[config.mk]
export PLATFORM = sky130hd
export DESIGN_NAME = exc_commit_unit
export DESIGN_NICKNAME = d
export VERILOG_FILES = /design/src/rtl/exc_pkg.sv /design/src/rtl/exc_stage.sv /design/src/rtl/exc_commit_arbiter.sv /design/src/rtl/exc_status_regs.sv /design/src/rtl/exc_commit_unit.sv
export SDC_FILE = /design/constraint.sdc
export NUM_CORES = 1
export LEC_CHECK = 0
export BUFFER_PORTS_ARGS = -buffer_cell sky130_fd_sc_hd__buf_2
export CAP_MARGIN = 5
export CORE_ASPECT_RATIO = 0.9
export CORE_MARGIN = 2
export CORE_UTILIZATION = 57
export DETAILED_ROUTE_END_ITERATION = 10
export PLACE_DENSITY = 0.91
export SETUP_SLACK_MARGIN = 0.3
export SLEW_MARGIN = 10
export SYNTH_ARGS = -nofsm -noshare
export SYNTH_HDL_FRONTEND = slang
export SYNTH_SLANG_ARGS = --single-unit
export TNS_END_PERCENT = 100
[constraint.sdc]
create_clock -name clk -period 3.3 [get_ports clk]
set_input_delay 0.165 -clock clk [delete_from_list [all_inputs] [get_ports clk]]
set_output_delay 0.165 -clock clk [all_outputs]
set_load 0.01 [all_outputs]
[src/rtl/exc_pkg.sv]
package exc_pkg;

  typedef enum logic [3:0] {
    CAUSE_NONE     = 4'd0,
    CAUSE_FETCH    = 4'd1,
    CAUSE_ILLEGAL  = 4'd2,
    CAUSE_OVERFLOW = 4'd3,
    CAUSE_DATA     = 4'd4,
    CAUSE_IRQ      = 4'd8
  } cause_e;

  // Keep an earlier-stage fault; otherwise record the newly raised one.
  function automatic cause_e merge_fault(cause_e held, logic raise, cause_e code);
    if (held != CAUSE_NONE) return held;
    return raise ? code : CAUSE_NONE;
  endfunction

endpackage

[src/rtl/exc_stage.sv]
module exc_stage
  import exc_pkg::*;
#(
  parameter int PC_W = 32
) (
  input  logic            clk,
  input  logic            rst,
  input  logic            flush,
  input  logic            in_valid,
  input  logic [PC_W-1:0] in_pc,
  input  cause_e          in_cause,
  output logic            q_valid,
  output logic [PC_W-1:0] q_pc,
  output cause_e          q_cause
);

  always_ff @(posedge clk) begin
    if (rst) begin
      q_valid <= 1'b0;
      q_pc    <= '0;
      q_cause <= CAUSE_NONE;
    end else begin
      q_valid <= in_valid & ~flush;
      q_pc    <= in_pc;
      q_cause <= in_cause;
    end
  end

endmodule

[src/rtl/exc_commit_arbiter.sv]
module exc_commit_arbiter
  import exc_pkg::*;
(
  input  logic   m_valid,
  input  cause_e m_cause,
  input  logic   mem_fault,
  input  logic   mem_rfe,
  input  logic   ext_irq,
  input  logic   int_en,
  output logic   take_exc,
  output logic   take_rfe,
  output logic   retire,
  output cause_e final_cause
);

  logic   take_irq;
  cause_e sync_cause;

  always_comb begin
    take_irq    = m_valid & ext_irq & int_en;
    sync_cause  = merge_fault(m_cause, mem_fault, CAUSE_DATA);
    final_cause = take_irq ? CAUSE_IRQ : sync_cause;
    take_exc    = m_valid & (final_cause != CAUSE_NONE);
    take_rfe    = m_valid & mem_rfe & ~take_exc;
    retire      = m_valid & ~take_exc;
  end

endmodule

[src/rtl/exc_status_regs.sv]
module exc_status_regs
  import exc_pkg::*;
#(
  parameter int              PC_W       = 32,
  parameter logic [PC_W-1:0] HANDLER_PC = '0
) (
  input  logic            clk,
  input  logic            rst,
  input  logic            take_exc,
  input  logic            take_rfe,
  input  logic            retire,
  input  cause_e          final_cause,
  input  logic [PC_W-1:0] m_pc,
  output logic [3:0]      cause_q,
  output logic [PC_W-1:0] epc_q,
  output logic            ie_q,
  output logic            kern_q,
  output logic            redir_q,
  output logic [PC_W-1:0] redir_pc_q,
  output logic            wb_valid_q,
  output logic [PC_W-1:0] wb_pc_q
);

  always_ff @(posedge clk) begin
    if (rst) begin
      cause_q    <= 4'd0;
      epc_q      <= '0;
      ie_q       <= 1'b0;
      kern_q     <= 1'b1;
      redir_q    <= 1'b0;
      redir_pc_q <= '0;
      wb_valid_q <= 1'b0;
      wb_pc_q    <= '0;
    end else begin
      redir_q    <= take_exc | take_rfe;
      wb_valid_q <= retire;
      wb_pc_q    <= m_pc;
      if (take_exc) begin
        cause_q    <= final_cause;
        epc_q      <= m_pc;
        ie_q       <= 1'b0;
        kern_q     <= 1'b1;
        redir_pc_q <= HANDLER_PC;
      end else if (take_rfe) begin
        ie_q       <= 1'b1;
        kern_q     <= 1'b0;
        redir_pc_q <= epc_q;
      end
    end
  end

endmodule

[src/rtl/exc_commit_unit.sv]
module exc_commit_unit
  import exc_pkg::*;
#(
  parameter int              PC_W       = 32,
  parameter logic [PC_W-1:0] HANDLER_PC = 32'h0000_0080
) (
  input  logic            clk,
  input  logic            rst,
  input  logic            fetch_valid,
  input  logic [PC_W-1:0] fetch_pc,
  input  logic            fetch_fault,
  input  logic            dec_illegal,
  input  logic            exe_overflow,
  input  logic            mem_fault,
  input  logic            mem_rfe,
  input  logic            ext_irq,
  output logic            wb_valid,
  output logic [PC_W-1:0] wb_pc,
  output logic [3:0]      cause,
  output logic [PC_W-1:0] epc,
  output logic            int_enable,
  output logic            kernel_mode,
  output logic            redirect_valid,
  output logic [PC_W-1:0] redirect_pc
);

  // Shadow stages: 0 = decode, 1 = execute, 2 = memory (commit point).
  localparam int NSTG = 3;
  localparam int MIDX = NSTG - 1;

  logic            st_valid [NSTG];
  logic [PC_W-1:0] st_pc    [NSTG];
  cause_e          st_cause [NSTG];

  logic            nx_valid [NSTG];
  logic [PC_W-1:0] nx_pc    [NSTG];
  cause_e          nx_cause [NSTG];

  // Fault raised for the instruction entering stage s, and its code.
  logic   [NSTG-1:0] raise;
  cause_e            code [NSTG];

  logic   take_exc, take_rfe, retire, flush;
  cause_e final_cause;

  assign raise   = {exe_overflow, dec_illegal, fetch_fault};
  assign code[0] = CAUSE_FETCH;
  assign code[1] = CAUSE_ILLEGAL;
  assign code[2] = CAUSE_OVERFLOW;
  assign flush   = take_exc | take_rfe;

  generate
    for (genvar s = 0; s < NSTG; s++) begin : g_stage
      if (s == 0) begin : g_head
        always_comb begin
          nx_valid[s] = fetch_valid & ~redirect_valid;
          nx_pc[s]    = fetch_pc;
          nx_cause[s] = merge_fault(CAUSE_NONE, raise[s], code[s]);
        end
      end else begin : g_body
        always_comb begin
          nx_valid[s] = st_valid[s-1];
          nx_pc[s]    = st_pc[s-1];
          nx_cause[s] = merge_fault(st_cause[s-1], raise[s], code[s]);
        end
      end

      exc_stage #(.PC_W(PC_W)) u_stage (
        .clk     (clk),
        .rst     (rst),
        .flush   (flush),
        .in_valid(nx_valid[s]),
        .in_pc   (nx_pc[s]),
        .in_cause(nx_cause[s]),
        .q_valid (st_valid[s]),
        .q_pc    (st_pc[s]),
        .q_cause (st_cause[s])
      );
    end
  endgenerate

  exc_commit_arbiter u_arb (
    .m_valid    (st_valid[MIDX]),
    .m_cause    (st_cause[MIDX]),
    .mem_fault  (mem_fault),
    .mem_rfe    (mem_rfe),
    .ext_irq    (ext_irq),
    .int_en     (int_enable),
    .take_exc   (take_exc),
    .take_rfe   (take_rfe),
    .retire     (retire),
    .final_cause(final_cause)
  );

  exc_status_regs #(.PC_W(PC_W), .HANDLER_PC(HANDLER_PC)) u_regs (
    .clk        (clk),
    .rst        (rst),
    .take_exc   (take_exc),
    .take_rfe   (take_rfe),
    .retire     (retire),
    .final_cause(final_cause),
    .m_pc       (st_pc[MIDX]),
    .cause_q    (cause),
    .epc_q      (epc),
    .ie_q       (int_enable),
    .kern_q     (kernel_mode),
    .redir_q    (redirect_valid),
    .redir_pc_q (redirect_pc),
    .wb_valid_q (wb_valid),
    .wb_pc_q    (wb_pc)
  );

endmodule

**Word-level counts from Yosys, hierarchy flattened**

Index checks and enable logic that the tools add are counted.

- Flip-flop bits (word level): 215
- Bits in latches: 0
- RAM bits: 0
- ROM bits: 0
- Output and inout port bits: 104
- Memories kept: 0

- $add $sub $neg: 0
- Multipliers: 0
- Div/mod/pow operators: 0
- Order comparisons: 0
- Equal/unequal tests: 0
- Shift-type cells: 0
- Mux-type cells: 16
- Bitwise logic cells: 14
- Reductions and logical operators: 6

Operators with widths:

| operator | count |
|---|---|
| 2-to-1 mux 4 bit | 7 |
| 2-to-1 mux 8 bit | 2 |
| nonzero test 4 bit | 4 |
| AND 1 bit | 10 |
| 2-to-1 mux 1 bit | 4 |
| 2-to-1 mux 2 bit | 2 |
| 2-to-1 mux 3 bit | 1 |
| inverter 1 bit | 3 |
| nonzero test 2 bit | 1 |
| OR reduction 2 bit | 1 |
| OR 1 bit | 1 |

**Depth between registers and ports, before layout**

Gate-level depths: netlist of the first run.

- Depth after elaboration: 11
- Mapped depth: 5
- Gate-level depth less buffers: 3

**By module**

From an unflattened synthesis of the first run, not the netlist that was laid out.

- Cells, all modules: 557
- Area, all modules: 6640.1 µm²

Modules (own cells, without submodules):

| module | times used | cells each | area an instance (µm²) |
|---|---|---|---|
| exc_status_regs | 1 | 300 | 3399.5 |
| exc_stage | 3 | 77 | 1022.2 |
| exc_commit_arbiter | 1 | 13 | 100.1 |
| exc_commit_unit | 1 | 13 | 73.8 |

**Worst setup path before layout of the first run**

OpenSTA, ideal clock, no wires.

- Path kind: register -> register
- Start point: register u_regs.ie_q
- End point: register u_regs.epc_q[10]
- Library setup time: 0.123 ns
- Arrival: 1.566 ns
- Required time: 3.177 ns
- Slack: 1.611 ns
- Stages on the path, launching flop included: 6
- Path buffers: 2
- Clock period less this slack: 1.689 ns
- Path through: dfxtp_1 > a2111oi_4 > nand2b_1 > buf_4 > buf_6 > mux2_1

- Longest elaborated chain between the ends: 4

Ends and longest elaborated chain:

| what | line | text |
|---|---|---|
| start: declaration | exc_status_regs.sv:16 | `output logic ie_q,` |
| start signal: assignment | exc_status_regs.sv:28 | `ie_q <= 1'b0;` |
| start signal: assignment | exc_status_regs.sv:41 | `ie_q <= 1'b0;` |
| start signal: assignment | exc_status_regs.sv:45 | `ie_q <= 1'b1;` |
| AND 1 bit | exc_commit_arbiter.sv:20 | `take_irq = m_valid & ext_irq & int_en;` |
| 2-to-1 mux 4 bit | exc_commit_arbiter.sv:22 | `final_cause = take_irq ? CAUSE_IRQ : sync_cause;` |
| nonzero test 4 bit | exc_commit_arbiter.sv:23 | `take_exc = m_valid & (final_cause != CAUSE_NONE);` |
| AND 1 bit | exc_commit_arbiter.sv:23 |  |
| end signal: assignment | exc_status_regs.sv:40 | `epc_q <= m_pc;` |
| end: declaration | exc_status_regs.sv:15 | `output logic [PC_W-1:0] epc_q,` |

No other way between the ends.
A chain may end at the register's enable or synchronous reset.

**Final worst setup path of the first run**

- Start point: register g_stage[2].u_stage.q_cause[1]
- End point: register u_regs.epc_q[18]

- Longest elaborated chain between the ends: 6

Ends and longest elaborated chain:

| what | line | text |
|---|---|---|
| start: declaration | exc_stage.sv:14 | `output cause_e q_cause` |
| start signal: assignment | exc_stage.sv:25 | `q_cause <= in_cause;` |
| nonzero test 4 bit | exc_pkg.sv:14 | `if (held != CAUSE_NONE) return held;` |
| 2-to-1 mux 1 bit | exc_pkg.sv:14 |  |
| 2-to-1 mux 4 bit * | exc_pkg.sv:15 | `return raise ? code : CAUSE_NONE;` |
| 2-to-1 mux 4 bit * | exc_commit_arbiter.sv:22 |  |
| nonzero test 4 bit * | exc_commit_arbiter.sv:23 |  |
| AND 1 bit * | exc_commit_arbiter.sv:23 |  |

Every way passes the cells marked *; elsewhere a longest branch is shown, timed or not. The select of a mux whose other input is x is not followed.

==> reports/metrics.cfg, run 1 <==
[placed_design]
gp_congestion = 0.870
dp_hpwl_um = 8920
port_buffers = 144

[clock_network]
root_buffer = clkbuf_16
clk_latency_ns = 0.47
clkSinkCount = 208
clk_path_buf_depth = 3
htree_levels = 1
cts_resized = 0
cts_tree = done
cts_made_buffers = 20
path_clk_slew_ns = 0.06

[job]
maxCapViolCount = 0

[final_layout]
layout-drive-gt1-share = 0.237
final_cell_mix = dfxtp_1, nor2b_1, buf_2
diodes = 0
nets = 808
multiInputGateArea_um2 = 2370
final_common_cell = dfxtp_1
area_growth_pct = 26.2
seqCellArea_um2 = 4160
n_fill_cell = 810

[synthesis]
synth-edff-count = 0
ys_types = 28
syn_inst = 605
synth-async-reset-ratio = 0
synthTopCellsByArea = dfxtp_1, nor2b_1, mux2_1, a32oi_1, a21oi_1
dominantRegCellSynth = dfxtp_1
yosysTopAreaCell = dfxtp_1
seq_area_frac_synth = 0.618
synth_area_um2 = 6740
postSynthAreaPerCell_um2 = 11.1
synth_top_area_share = 0.618
synth_seq_cells = 208
syn-num-nets = 646
yosys_warnings = 0

[drt]
wl_per_cell_um = 14.3
vias = 4652
dr.pass1.iters = 4
wl_um = 13300
drtIter0Drc = 246
antenna_left = 0
drc = 0
vias_per_cell = 4.99

[worst_setup_path]
critical_path_class = reg2reg
worstPathArrival_ns = 2.35
required_ns = 3.64
start_kind = flop
cp-end-kind = flop
crit_fanout = 33

[sta]
fin_crit_sh = 0.609
slew_viol_final = 0
fin_worst_skew_ns = 0.0119
fin_crit_ns = 2.01
setup_viol = 0
finalHoldViolCount = 0
relSlewSlack = 0.207
worst_pin_slew_ns = 1.19
rsz0062_at_grt = no
fmax_mhz = 498
fin_setup_tns_ns = 0

[global_routing]
grt_first_pass_wirelength_um = 20900
track_usage = 0.200
overflow = 0
antenna_found_initial = 0
grt_max_degree = 118
grt_pass1_vias = 4355

[pwr]
power_mw = 4.95
peakVddDrop_uv = 401
leakage_nw = 3.70
p_per_area_nw_per_um2 = 582

[floorplan]
row_count = 37
die_area_um2 = 12700
core_um2 = 11500
ios = 145
fp.dieW_um = 119
die-height_um = 107
start_util = 0.587

[min_path]
worst_hold_path_type = in2reg

[run_status]
status = completed

==> per-layer routing <==
metal,share of wire,vias up,track usage
met5,0,-,0
met4,0.018,0,0.0578
met3,0.053,20,0.0330
met2,0.49,147,0.352
met1,0.44,2151,0.255
li1,-,2334,-
==> synth_stat cells, types with 2 or more instances <==
cell	count
nor2b_1	193
a32oi_1	31
buf_6	3
a22o_1	2
nand2b_1	3
clkbuf_1	38
a21oi_1	36
dfxtp_1	208
nor3b_1	3
inv_1	5
mux2_1	29
buf_1	3
nand3_1	31
mux2_2	3
nor2_1	3
o21a_1	2
==> worst paths after layout <==
check	start	end	slack [ns]	cells past startpoint
min reg2reg	g_stage[0].u_stage.q_cause[0]$_SDFF_PP0_	g_stage[1].u_stage.q_cause[1]$_SDFF_PP0_	0.41	1
max reg2reg	g_stage[2].u_stage.q_cause[1]$_SDFF_PP0_	u_regs.epc_q[18]$_SDFFE_PP0P_	1.29	3
min	mem_fault	u_regs.cause_q[2]$_SDFFE_PP0P_	0.07	2
max	g_stage[2].u_stage.q_cause[1]$_SDFF_PP0_	u_regs.epc_q[18]$_SDFFE_PP0P_	1.29	3
==> per-stage QoR <==
step | setup WS, ns | instance area, um^2 | util | cells | hold WS [ns]
after global placement | 1.30 | 7510 | 0.654 | 865 | 0.372
after detailed placement | 1.19 | 7510 | 0.654 | 865 | 0.378
after floorplan | 1.61 | 6740 | - | 605 | 0.293
after CTS | 1.25 | 8510 | 0.741 | 933 | 0.0513
after global routing | 1.18 | 8510 | 0.741 | 933 | 0.0774
final | 1.29 | 8510 | 0.741 | 933 | 0.0750
==> where the power goes <==
group,internal (mW),switching [mW]
Combinational,0.0972,0.109
Sequential,2.57,0.0171
Clock,1.32,0.839
==> registers in the layout (all words and copies together), names as in the netlist <==
name and count:
g_stage.u_stage.q_cause 5, u_regs.ie_q 1, g_stage.u_stage.q_valid 3, u_regs.wb_valid_q 1
g_stage.u_stage.q_pc 96, u_regs.kern_q 1, u_regs.wb_pc_q 32, u_regs.redir_q 1
u_regs.redir_pc_q 32, u_regs.cause_q 4, u_regs.epc_q 32
==> worst max-delay path, stage by stage, from the launching register on <==
cell	delay (ns)
dfxtp_1	0.36
a2111oi_4	0.35
nand2b_2	0.74
mux2_1	0.41
==> kinds of logic after synthesis <==
kind of cell	count (synthesis)	synth area share
AND/OR/NAND/NOR	238	0.215
flip-flops	208	0.618
AO/OA/AOI/OAI	77	0.0819
buffers and inverters	50	0.0318
multiplexers	32	0.0535
==> what timing repair did <==
action	in CTS	in global routing
hold buffers	36	0
buffers inserted	0	0
endpoints found under the hold margin	37	0
==> area by class of cell <==
class                   instances  area share
well taps                     156      0.0229
clock inverters                 3     0.00471
inverters                       5     0.00221
clock buffers                  29      0.0700
multi-input cells             347       0.278
flip-flops and latches        208       0.490
repair buffers                185       0.132
(Power assumes the default switching activity.)
==> run 2: changes to the inputs <==
- CORE_UTILIZATION: 57 -> 48
- PLACE_DENSITY: 0.91 -> 0.83
- clock period: 3.3 -> 1.8 ns (I/O delays scaled with it)
==> reports/metrics.cfg, run 2 (synthesized netlist as in run 1, its figures left out) <==
[final_layout]
nets = 835  ; was 808
final_common_cell = dfxtp_1  ; unchanged
diodes = 0  ; unchanged
final_cell_mix = dfxtp_1, nor2b_1, buf_2  ; unchanged
fin_util = 0.652  ; was 0.741
regMostFlops = g_stage.u_stage.q_pc  ; unchanged
design_area_um2 = 9020  ; was 8510 um^2
layout-drive-gt1-share = 0.292  ; was 0.237
instances_no_fill = 977  ; was 933
largest_register_ff_count = 96  ; unchanged
area_growth_pct = 33.9  ; was 26.2%

[drt]
vias_per_cell = 4.89  ; was 4.99
wl_um = 14600  ; was 13300 um
drtIter0Drc = 313  ; was 246
drc = 0  ; unchanged
antenna_left = 0  ; unchanged
wl_per_cell_um = 14.9  ; was 14.3 um
dr.pass1.iters = 5  ; was 4
vias = 4777  ; was 4652

[pwr]
power_mw = 9.20  ; was 4.95 mW
leakage_nw = 3.98  ; was 3.70 nW
p_per_area_nw_per_um2 = 1020  ; was 582 nW/um^2
peakVddDrop_uv = 725  ; was 401 uV

[worst_setup_path]
start_kind = flop  ; unchanged
cp_slowest_stage_delay_ns = 0.35  ; was 0.74 ns
required_ns = 2.16  ; was 3.64 ns
slowest_stage = dfxtp_4  ; was nand2b_2
worstPathCellList = a2111oi_4 > nand2b_4 > buf_6 > clkbuf_16 > mux2_4  ; was a2111oi_4 > nand2b_2 > mux2_1
cp.buffers_inverters = 2  ; was 0
cp-end-kind = flop  ; unchanged
critical_path_class = reg2reg  ; unchanged
worstPathArrival_ns = 1.99  ; was 2.35 ns
crit_fanout = 4  ; was 33
critPathTopFamily = flip-flops  ; was simple AND/OR/NAND/NOR gates

[floorplan]
ios = 145  ; unchanged
start_util = 0.486  ; was 0.587
row_count = 41  ; was 37
die_area_um2 = 15000  ; was 12700 um^2
die-height_um = 116  ; was 107 um
fp.dieW_um = 129  ; was 119 um
core_um2 = 13900  ; was 11500 um^2

[global_routing]
antenna_found_initial = 0  ; unchanged
grt_pass1_vias = 4310  ; was 4355
grt_max_degree = 50  ; was 118
overflow = 0  ; unchanged
grt_first_pass_wirelength_um = 21100  ; was 20900 um
track_usage = 0.175  ; was 0.200

[sta]
relSlewSlack = 0.715  ; was 0.207
fin_crit_ns = 1.63  ; was 2.01 ns
fin_crit_sh = 0.905  ; was 0.609
slew_viol_final = 0  ; unchanged
worst_pin_slew_ns = 0.427  ; was 1.19 ns
fin_setup_tns_ns = 0  ; unchanged
setup_ws_ns = 0.171  ; was 1.29 ns
fin_worst_skew_ns = 0.00673  ; was 0.0119 ns
finalHoldViolCount = 2  ; was 0
rsz0062_at_grt = yes  ; was no
fmax_mhz = 614  ; was 498 MHz
setup_viol = 0  ; unchanged
hold_slack_ns = -0.0378  ; was 0.0750 ns

[min_path]
worst_hold_path_type = in2reg  ; unchanged

[clock_network]
root_buffer = clkbuf_16  ; unchanged
clk_path_buf_depth = 3  ; unchanged
htree_levels = 1  ; unchanged
path_clk_slew_ns = 0.06  ; about the same
clkSinkCount = 208  ; unchanged
clk_latency_ns = 0.48  ; was 0.47 ns
cts_hold_buf = 41  ; was 36
cts_tree = done  ; unchanged
cts_made_buffers = 21  ; was 20

[placed_design]
place_inst = 890  ; was 865
placed_area_um2 = 7620  ; was 7510 um^2
gp_congestion = 0.862  ; was 0.870
port_buffers = 144  ; unchanged
post-place-ws_ns = 0.0981  ; was 1.19 ns
dp_hpwl_um = 8940  ; was 8920 um

[run_status]
violations = hold timing
status = complete, but fails checks  ; was completed

[job]
maxCapViolCount = 0  ; unchanged

-- run 2: repair_timing --
item	CTS	global route
endpoints found under the setup margin	41	38
hold endpoints to repair	47	2
buffers inserted	0	8
gates resized for setup	3	42
pin swaps	1	1
gates cloned	1	3
-- run 2: worst paths after layout --
kind / slack (ns) / depth (start not counted) / end / startpoint
max reg2reg: 0.17 / 5 / u_regs.epc_q[13]$_SDFFE_PP0P_ / u_regs.ie_q$_SDFFE_PP0P_
min: -0.04 / 2 / u_regs.cause_q[2]$_SDFFE_PP0P_ / mem_fault
min reg2reg: 0.42 / 1 / g_stage[1].u_stage.q_cause[1]$_SDFF_PP0_ / g_stage[0].u_stage.q_cause[0]$_SDFF_PP0_
max: 0.17 / 5 / u_regs.epc_q[13]$_SDFFE_PP0P_ / u_regs.ie_q$_SDFFE_PP0P_
-- run 2: power by group --
part	leakage, nW	switching (mW)	internal [mW]
Combinational	1.98	0.227	0.234
Sequential	1.70	0.0301	4.72
Clock	0.308	1.58	2.41
-- run 2: area by class of cell --
class / instances / area, um^2
Tap cell: 172 / 215
Sequential cell: 208 / 4170
Fill cell: 1109 / 4830
Timing Repair Buffer: 211 / 1490
Clock buffer: 32 / 597
Clock inverter: 2 / 38.8
Inverter: 5 / 18.8
Multi-Input combinational cell: 347 / 2500
-- run 2: per-layer routing --
layer | global-route usage | routed length, um | up-vias
met4 | 0.0587 | 401 | 0
met5 | 0 | 0 | -
met2 | 0.286 | 6960 | 147
li1 | - | - | 2385
met3 | 0.0339 | 750 | 29
met1 | 0.235 | 6460 | 2216
